### src/rtl/cfpk_pkg.sv
package cfpk_pkg;

  typedef enum logic [1:0] {
    ST_IDLE = 2'd0,
    ST_RUN  = 2'd1,
    ST_FIN  = 2'd2
  } cfpk_state_t;

  // strobes from the sequencer to the datapath
  typedef struct packed {
    logic load;   // capture command operands
    logic step;   // process the current element
    logic flush;  // current element closes a destination word
  } cfpk_ctrl_t;

endpackage

### src/rtl/cfpk_field_file.sv
module cfpk_field_file #(
  parameter int NUM_FIELDS  = 64,
  parameter int FIELD_W     = 4,
  localparam int IDX_W      = $clog2(NUM_FIELDS)
) (
  input  logic               clk,
  input  logic               rstN,
  input  logic               wrEn,
  input  logic [IDX_W-1:0]   wrIdx,
  input  logic [FIELD_W-1:0] wrData,
  input  logic [IDX_W-1:0]   rdIdx,
  output logic [FIELD_W-1:0] rdData
);

  logic [FIELD_W-1:0] fieldMem [NUM_FIELDS];

  always_ff @(posedge clk or negedge rstN) begin
    if (!rstN) begin
      for (int k = 0; k < NUM_FIELDS; k++) fieldMem[k] <= '0;
    end else if (wrEn) begin
      fieldMem[wrIdx] <= wrData;
    end
  end

  assign rdData = fieldMem[rdIdx];

endmodule

### src/rtl/cfpk_ctrl.sv
module cfpk_ctrl
  import cfpk_pkg::*;
#(
  parameter int MAX_VL   = 64,
  parameter int NIB_MAX  = 16,
  parameter int GROUP    = 8,
  localparam int VL_W    = $clog2(MAX_VL + 1),
  localparam int GRP_W   = $clog2(GROUP)
) (
  input  logic            clk,
  input  logic            rstN,
  input  logic            start,
  input  logic [VL_W-1:0] vl,
  input  logic            isVec,
  input  logic            nibbleMode,
  output cfpk_ctrl_t      ctrl,
  output logic [VL_W-1:0] elemIdx,
  output logic            done,
  output logic            err
);

  cfpk_state_t stateQ;
  logic [VL_W-1:0] vlQ;
  logic [VL_W-1:0] elemQ;
  logic            isVecQ;
  logic            nibbleQ;
  logic            errPendQ;

  logic badVl;
  logic lastElem;
  logic groupEnd;

  assign badVl = (vl > VL_W'(MAX_VL)) || (nibbleMode && (vl > VL_W'(NIB_MAX)));
  assign lastElem = (elemQ == vlQ - 1'b1);
  assign groupEnd = isVecQ && !nibbleQ && (elemQ[GRP_W-1:0] == {GRP_W{1'b1}});

  always_comb begin
    ctrl       = '0;
    ctrl.load  = (stateQ == ST_IDLE) && start;
    ctrl.step  = (stateQ == ST_RUN);
    ctrl.flush = (stateQ == ST_RUN) && (lastElem || groupEnd);
  end

  assign elemIdx = elemQ;

  always_ff @(posedge clk or negedge rstN) begin
    if (!rstN) begin
      stateQ   <= ST_IDLE;
      vlQ      <= '0;
      elemQ    <= '0;
      isVecQ   <= 1'b0;
      nibbleQ  <= 1'b0;
      errPendQ <= 1'b0;
      done     <= 1'b0;
      err      <= 1'b0;
    end else begin
      done <= 1'b0;
      err  <= 1'b0;
      unique case (stateQ)
        ST_IDLE: begin
          if (start) begin
            vlQ     <= vl;
            isVecQ  <= isVec;
            nibbleQ <= nibbleMode;
            elemQ   <= '0;
            if (badVl) begin
              errPendQ <= 1'b1;
              stateQ   <= ST_FIN;
            end else if (vl == '0) begin
              stateQ <= ST_FIN;
            end else begin
              stateQ <= ST_RUN;
            end
          end
        end
        ST_RUN: begin
          elemQ <= elemQ + 1'b1;
          if (lastElem) stateQ <= ST_FIN;
        end
        ST_FIN: begin
          done     <= 1'b1;
          err      <= errPendQ;
          errPendQ <= 1'b0;
          stateQ   <= ST_IDLE;
        end
        default: stateQ <= ST_IDLE;
      endcase
    end
  end

endmodule

### src/rtl/cfpk_datapath.sv
module cfpk_datapath
  import cfpk_pkg::*;
#(
  parameter int NUM_FIELDS  = 64,
  parameter int NUM_REGS    = 32,
  parameter int XLEN        = 64,
  parameter int FIELD_W     = 4,
  parameter int MAX_VL      = 64,
  parameter int GROUP       = 8,
  localparam int VL_W       = $clog2(MAX_VL + 1),
  localparam int FIDX_W     = $clog2(NUM_FIELDS),
  localparam int RIDX_W     = $clog2(NUM_REGS),
  localparam int POS_W      = $clog2(XLEN),
  localparam int GRP_W      = $clog2(GROUP),
  localparam int NIB_SHIFT  = $clog2(FIELD_W)
) (
  input  logic               clk,
  input  logic               rstN,
  input  cfpk_ctrl_t         ctrl,
  input  logic [VL_W-1:0]    elemIdx,
  input  logic [FIDX_W-1:0]  baseField,
  input  logic               isVec,
  input  logic               nibbleMode,
  input  logic [FIELD_W-1:0] fmsk,
  input  logic [FIELD_W-1:0] fmap,
  input  logic [RIDX_W-1:0]  baseReg,
  output logic [FIDX_W-1:0]  fieldRdIdx,
  input  logic [FIELD_W-1:0] fieldRdData,
  output logic               intWrEn,
  output logic [RIDX_W-1:0]  intWrIdx,
  output logic [XLEN-1:0]    intWrData
);

  logic [FIDX_W-1:0]  baseFieldQ;
  logic               isVecQ;
  logic               nibbleQ;
  logic [FIELD_W-1:0] fmskQ;
  logic [FIELD_W-1:0] fmapQ;
  logic [RIDX_W-1:0]  baseRegQ;
  logic [XLEN-1:0]    accQ;

  logic [FIELD_W-1:0] nibVal;
  logic               bitVal;
  logic [XLEN-1:0]    valWide;
  logic [POS_W-1:0]   pos;
  logic [XLEN-1:0]    merged;
  logic [RIDX_W-1:0]  dstReg;

  // field selection: advance per element only for a vector source
  assign fieldRdIdx = isVecQ ? (baseFieldQ + FIDX_W'(elemIdx)) : baseFieldQ;

  assign nibVal  = (fieldRdData & fmskQ) ^ fmapQ;
  assign bitVal  = |nibVal;
  assign valWide = nibbleQ ? XLEN'(nibVal) : XLEN'(bitVal);

  always_comb begin
    if (nibbleQ)     pos = POS_W'(elemIdx) << NIB_SHIFT;
    else if (isVecQ) pos = POS_W'(elemIdx[GRP_W-1:0]);
    else             pos = POS_W'(elemIdx);
  end

  assign merged = accQ | (valWide << pos);

  always_comb begin
    if (isVecQ && !nibbleQ) dstReg = baseRegQ + RIDX_W'(elemIdx >> GRP_W);
    else                    dstReg = baseRegQ;
  end

  always_ff @(posedge clk or negedge rstN) begin
    if (!rstN) begin
      baseFieldQ <= '0;
      isVecQ     <= 1'b0;
      nibbleQ    <= 1'b0;
      fmskQ      <= '0;
      fmapQ      <= '0;
      baseRegQ   <= '0;
      accQ       <= '0;
      intWrEn    <= 1'b0;
      intWrIdx   <= '0;
      intWrData  <= '0;
    end else begin
      intWrEn <= ctrl.step && ctrl.flush;
      if (ctrl.load) begin
        baseFieldQ <= baseField;
        isVecQ     <= isVec;
        nibbleQ    <= nibbleMode;
        fmskQ      <= fmsk;
        fmapQ      <= fmap;
        baseRegQ   <= baseReg;
        accQ       <= '0;
      end else if (ctrl.step) begin
        accQ <= ctrl.flush ? '0 : merged;
        if (ctrl.flush) begin
          intWrIdx  <= dstReg;
          intWrData <= merged;
        end
      end
    end
  end

endmodule

### src/rtl/cond_field_packer.sv
module cond_field_packer
  import cfpk_pkg::*;
(
  input  logic        clk,
  input  logic        rstN,
  input  logic        cfWrEn,
  input  logic [5:0]  cfWrIdx,
  input  logic [3:0]  cfWrData,
  input  logic        start,
  input  logic [6:0]  vl,
  input  logic [5:0]  baseField,
  input  logic        isVec,
  input  logic        nibbleMode,
  input  logic [3:0]  fmsk,
  input  logic [3:0]  fmap,
  input  logic [4:0]  baseReg,
  output logic        intWrEn,
  output logic [4:0]  intWrIdx,
  output logic [63:0] intWrData,
  output logic        done,
  output logic        err
);

  localparam int NUM_FIELDS = 64;
  localparam int NUM_REGS   = 32;
  localparam int XLEN       = 64;
  localparam int FIELD_W    = 4;
  localparam int MAX_VL     = 64;
  localparam int GROUP      = 8;
  localparam int NIB_MAX    = XLEN / FIELD_W;
  localparam int VL_W       = $clog2(MAX_VL + 1);
  localparam int FIDX_W     = $clog2(NUM_FIELDS);

  cfpk_ctrl_t         ctrl;
  logic [VL_W-1:0]    elemIdx;
  logic [FIDX_W-1:0]  fieldRdIdx;
  logic [FIELD_W-1:0] fieldRdData;

  cfpk_field_file #(
    .NUM_FIELDS(NUM_FIELDS),
    .FIELD_W   (FIELD_W)
  ) fieldFile_i (
    .clk   (clk),
    .rstN  (rstN),
    .wrEn  (cfWrEn),
    .wrIdx (cfWrIdx),
    .wrData(cfWrData),
    .rdIdx (fieldRdIdx),
    .rdData(fieldRdData)
  );

  cfpk_ctrl #(
    .MAX_VL (MAX_VL),
    .NIB_MAX(NIB_MAX),
    .GROUP  (GROUP)
  ) ctrl_i (
    .clk       (clk),
    .rstN      (rstN),
    .start     (start),
    .vl        (vl),
    .isVec     (isVec),
    .nibbleMode(nibbleMode),
    .ctrl      (ctrl),
    .elemIdx   (elemIdx),
    .done      (done),
    .err       (err)
  );

  cfpk_datapath #(
    .NUM_FIELDS(NUM_FIELDS),
    .NUM_REGS  (NUM_REGS),
    .XLEN      (XLEN),
    .FIELD_W   (FIELD_W),
    .MAX_VL    (MAX_VL),
    .GROUP     (GROUP)
  ) dp_i (
    .clk        (clk),
    .rstN       (rstN),
    .ctrl       (ctrl),
    .elemIdx    (elemIdx),
    .baseField  (baseField),
    .isVec      (isVec),
    .nibbleMode (nibbleMode),
    .fmsk       (fmsk),
    .fmap       (fmap),
    .baseReg    (baseReg),
    .fieldRdIdx (fieldRdIdx),
    .fieldRdData(fieldRdData),
    .intWrEn    (intWrEn),
    .intWrIdx   (intWrIdx),
    .intWrData  (intWrData)
  );

endmodule

### config.mk
export PLATFORM = sky130hd
export DESIGN_NAME = cond_field_packer
export DESIGN_NICKNAME = d
export VERILOG_FILES = /design/src/rtl/cfpk_pkg.sv /design/src/rtl/cfpk_field_file.sv /design/src/rtl/cfpk_ctrl.sv /design/src/rtl/cfpk_datapath.sv /design/src/rtl/cond_field_packer.sv
export SDC_FILE = /design/constraint.sdc
export NUM_CORES = 1
export LEC_CHECK = 0
export ABC_CLOCK_PERIOD_IN_PS = 5900
export BUFFER_PORTS_ARGS = -buffer_cell sky130_fd_sc_hd__buf_2
export CORE_AREA = 2 2 230 232
export CTS_CLUSTER_SIZE = 30
export DETAILED_ROUTE_END_ITERATION = 12
export DIE_AREA = 0 0 232 234
export GPL_ROUTABILITY_DRIVEN = 0
export HOLD_SLACK_MARGIN = 0.08
export PLACE_DENSITY = 0.63
export SYNTH_ARGS = -nofsm -noshare
export SYNTH_HDL_FRONTEND = slang
export SYNTH_SLANG_ARGS = --single-unit
### constraint.sdc
create_clock -name clk -period 5.9 [get_ports clk]
set_clock_uncertainty 0.2 [all_clocks]
set_input_delay 1.18 -clock clk [delete_from_list [all_inputs] [get_ports clk]]
set_output_delay 1.18 -clock clk [all_outputs]
set_load 0.02 [all_outputs]
==> impl_results.md <==
* Top cells by area, synth: dfrtp_1, mux2_2, mux2i_1
* WL met3 at 3469 um
* Final setup fails at 0
* Netlist cell types at 63
* Hold crit path type: flip-flop to flip-flop
* Worst-Skew Late Latency at a little over 0.6 ns
* RR Startpoint: dp_i.baseFieldQ[1]$_DFFE_PN0P_
* Initial antenna violation count at 3
* Crit path launch: dp_i.baseFieldQ[1]$_DFFE_PN0P_
* Count leader, synth: dfrtp_1
* Port Buf Inserts at 113
* Crit. End Element: flip-flop
* DRT iter0 DRCs at 1,157
* Placed Cells at roughly 2,400
* Worst Path Required at 6.18 ns
* Total grt overflow at 0
* Post-cts sizing count at 0
* Die ar. at 54,290 sq um
* CP Class: flip-flop to flip-flop
* Share of cells above drive strength 1 at 30.43%
* DRC at 0
* M1 WL at 24,320 um
* All-Layer GR Usage at 20.79%
* Largest net degree at the start of global routing at about 130
* Peak VDD IR at 0.0004341 V
* Hold_ws at 0.2773 ns
* Final design utilization at a little under half
* Leakage power at 11.24 nW
* Core Box Area at 52,020 sq um
* Final Max Tran Viols at 0
* Syn nets at 1,734
* Hold wc startpoint: ctrl_i.errPendQ$_DFFE_PN0P_
* Vias/cell at 5.833
* # rows at 84
* Setup bufs post-CTS at 0
* Cell taking the most area after synthesis: dfrtp_1
* Die Span X at 232 um
* Top FF cell, synth: dfrtp_1
* Hold buffers post-CTS at 0
* Worst Hold End: ctrl_i.err$_DFF_PN0_
* Register area share after synthesis at a little over half
* Post-Syn Area at 20,540 sq um
* Pwr dens at 500.7 nW/um^2
* Clock root buffer: clkbuf_16
* # nets final at 1,819
* Final Hold Viols at 0
* Maximum capacitance violations at 0
* Initial Utilization at 39.48%
* Clock sink count at 430
* First-pass GRT wire length at 87,360 um
* R2r setup slk at slightly above 0.5 ns
* Clock Path Buffers at 3
* Cells after Synth at 1,678
* Max_slew headroom at 15.22%
* Syn avg cell area at 12.24 sq um
* Highest routing layer actually used: met5
* CTS tree: built
* # diodes at 0
* HPWL after DPL at 37,160 um
* Tcrit/Tclk final at 91.32%
* Fill cell count at between 4,000 and 5,000
* Via total after detailed routing at 14,520
* Non-Filler Instances at 2,489
* Post-synth ARST share at 100.0%
* Final wirelength at 55,950 um
* Most instantiated cells after synthesis: dfrtp_1, mux2_2, nand2_1
* Setup crit start kind: flip-flop
* Avg WL per Cell at 22.48 um
* P&R area growth vs syn at 14.27%
* Status: complete, no violations
* Top cell type's share of synthesized area at 52.39%
* Die height at roughly 230 um
* Max Clock Freq at 0.1856 GHz
* Hold depth at 1
* Routed wl met2 at 26,540 um
* First-pass iteration count of the detailed router at 6
* I/O pin total at 114
* FF-to-FF path depth at 14
* RSZ-0062 raised after global routing: no
* Total power draw at 11.75 mW
* Final min period at 5.388 ns
* Crit path DAT at 5.66 ns
* R2R Path End: dp_i.accQ[34]$_DFFE_PN0P_
* Num CTS Buffers at 47
* Setup TNS at 0 ns
* Yosys reg bits at 430
* DRT antenna net count at 0
* CP Max Fanout at 64
* Slew @ Worst Pin at 1.272 ns
* Clock slew at reported path FFs at 0.06 ns
* Yosys warns at 0
* EDFF count, synth at 0
* Vias in the first global route at 14,700
* H-Tree Level Count at 2
==> per-stage QoR <==
stage	worst slack, ns	cell area (sq um)
after floorplan	1.313	20540
after global placement	0.6522	21820
after detailed placement	0.5779	21820
after CTS	0.5634	23470
after global routing	0.3047	23470
final	0.5124	23470
==> worst max-delay path by stage <==
stage	cells after the start	to
2_1_floorplan	17	dp_i.accQ[10]$_DFFE_PN0P_
3_3_place_gp	15	dp_i.accQ[37]$_DFFE_PN0P_
3_5_place_dp	15	dp_i.accQ[9]$_DFFE_PN0P_
4_1_cts	14	dp_i.accQ[60]$_DFFE_PN0P_
5_1_grt	14	dp_i.accQ[52]$_DFFE_PN0P_
6_report	14	dp_i.accQ[34]$_DFFE_PN0P_
==> layout make-up <==
cell class                 count  area (sq um)  share of cell area, %
clock buffer                  65          1365                  5.816
clock inverter                22         281.5                  1.199
inverter                      18         67.56                 0.2879
multi-input combinational   1111          9183                  39.12
sequential                   430         10760                  45.84
tap                          688         860.8                  3.668
timing repair buffer         155         953.4                  4.062
==> placed cells by master (no fill, tap or decap), types with 8 or more instances in the layout <==
cell type and instances:
o21ai_0 31, o22ai_1 8, nand2b_1 11, a31oi_1 14, o31ai_1 65, dfrtp_1 430
ha_1 12, a32o_1 64, a21oi_1 23, mux4_2 34, and3_1 11, nor3_1 17
clkbuf_16 48, nor2b_1 16, buf_2 112, nand3_1 25, clkbuf_8 10, mux2i_1 112
a211oi_1 13, nor2_1 68, nand2_1 180, buf_4 37, xor2_1 10, a311oi_1 9
mux2_2 257, clkinv_2 13, or3_1 21, xnor2_1 9, inv_1 18
==> flip-flops by register name (all words and copies together), names as in the netlist, 2 cells and up <==
register / flops
fieldFile_i.fieldMem: 256
ctrl_i.stateQ: 2
dp_i.intWrIdx: 5
dp_i.intWrData: 64
dp_i.baseFieldQ: 6
dp_i.fmapQ: 4
dp_i.baseRegQ: 5
ctrl_i.vlQ: 7
dp_i.fmskQ: 4
dp_i.accQ: 64
ctrl_i.elemIdx: 7
==> worst max-delay path, cell delays in order (launching register included) <==
cell and delay (ns):
dfrtp_1 0.46, inv_1 0.12, fa_1 0.44, xnor2_1 0.24, a21o_2 0.58, buf_4 0.43, o221ai_1 0.20, a211oi_1 0.33
a211o_1 0.20, a221oi_1 0.11, a41oi_1 0.37, xnor2_1 0.24, or4b_2 0.65, buf_4 0.35, a32o_1 0.32
==> cell families after synthesis <==
| family | after synthesis | synth area share [%] |
|---|---|---|
| buffers and inverters | 137 | 3.064 |
| flip-flops | 430 | 52.39 |
| multiplexers | 405 | 23.40 |
| AO/OA/AOI/OAI | 279 | 10.47 |
| XOR/XNOR | 19 | 0.8102 |
| adder cells (fa/ha/maj) | 14 | 0.9259 |
| AND/OR/NAND/NOR | 394 | 8.943 |
==> routing by layer <==
metal / up-vias / global-route usage (%)
li1: 6400 / -
met1: 7499 / 28.10
met2: 508 / 33.73
met3: 109 / 4.086
met4: 2 / 6.671
met5: - / 0
==> power breakdown <==
group	internal, mW	switching [mW]
registers	3.38	0.364
logic	1.76	3.14
clock network	1.85	1.26
total	6.99	4.76
(Power assumes the default switching activity.)
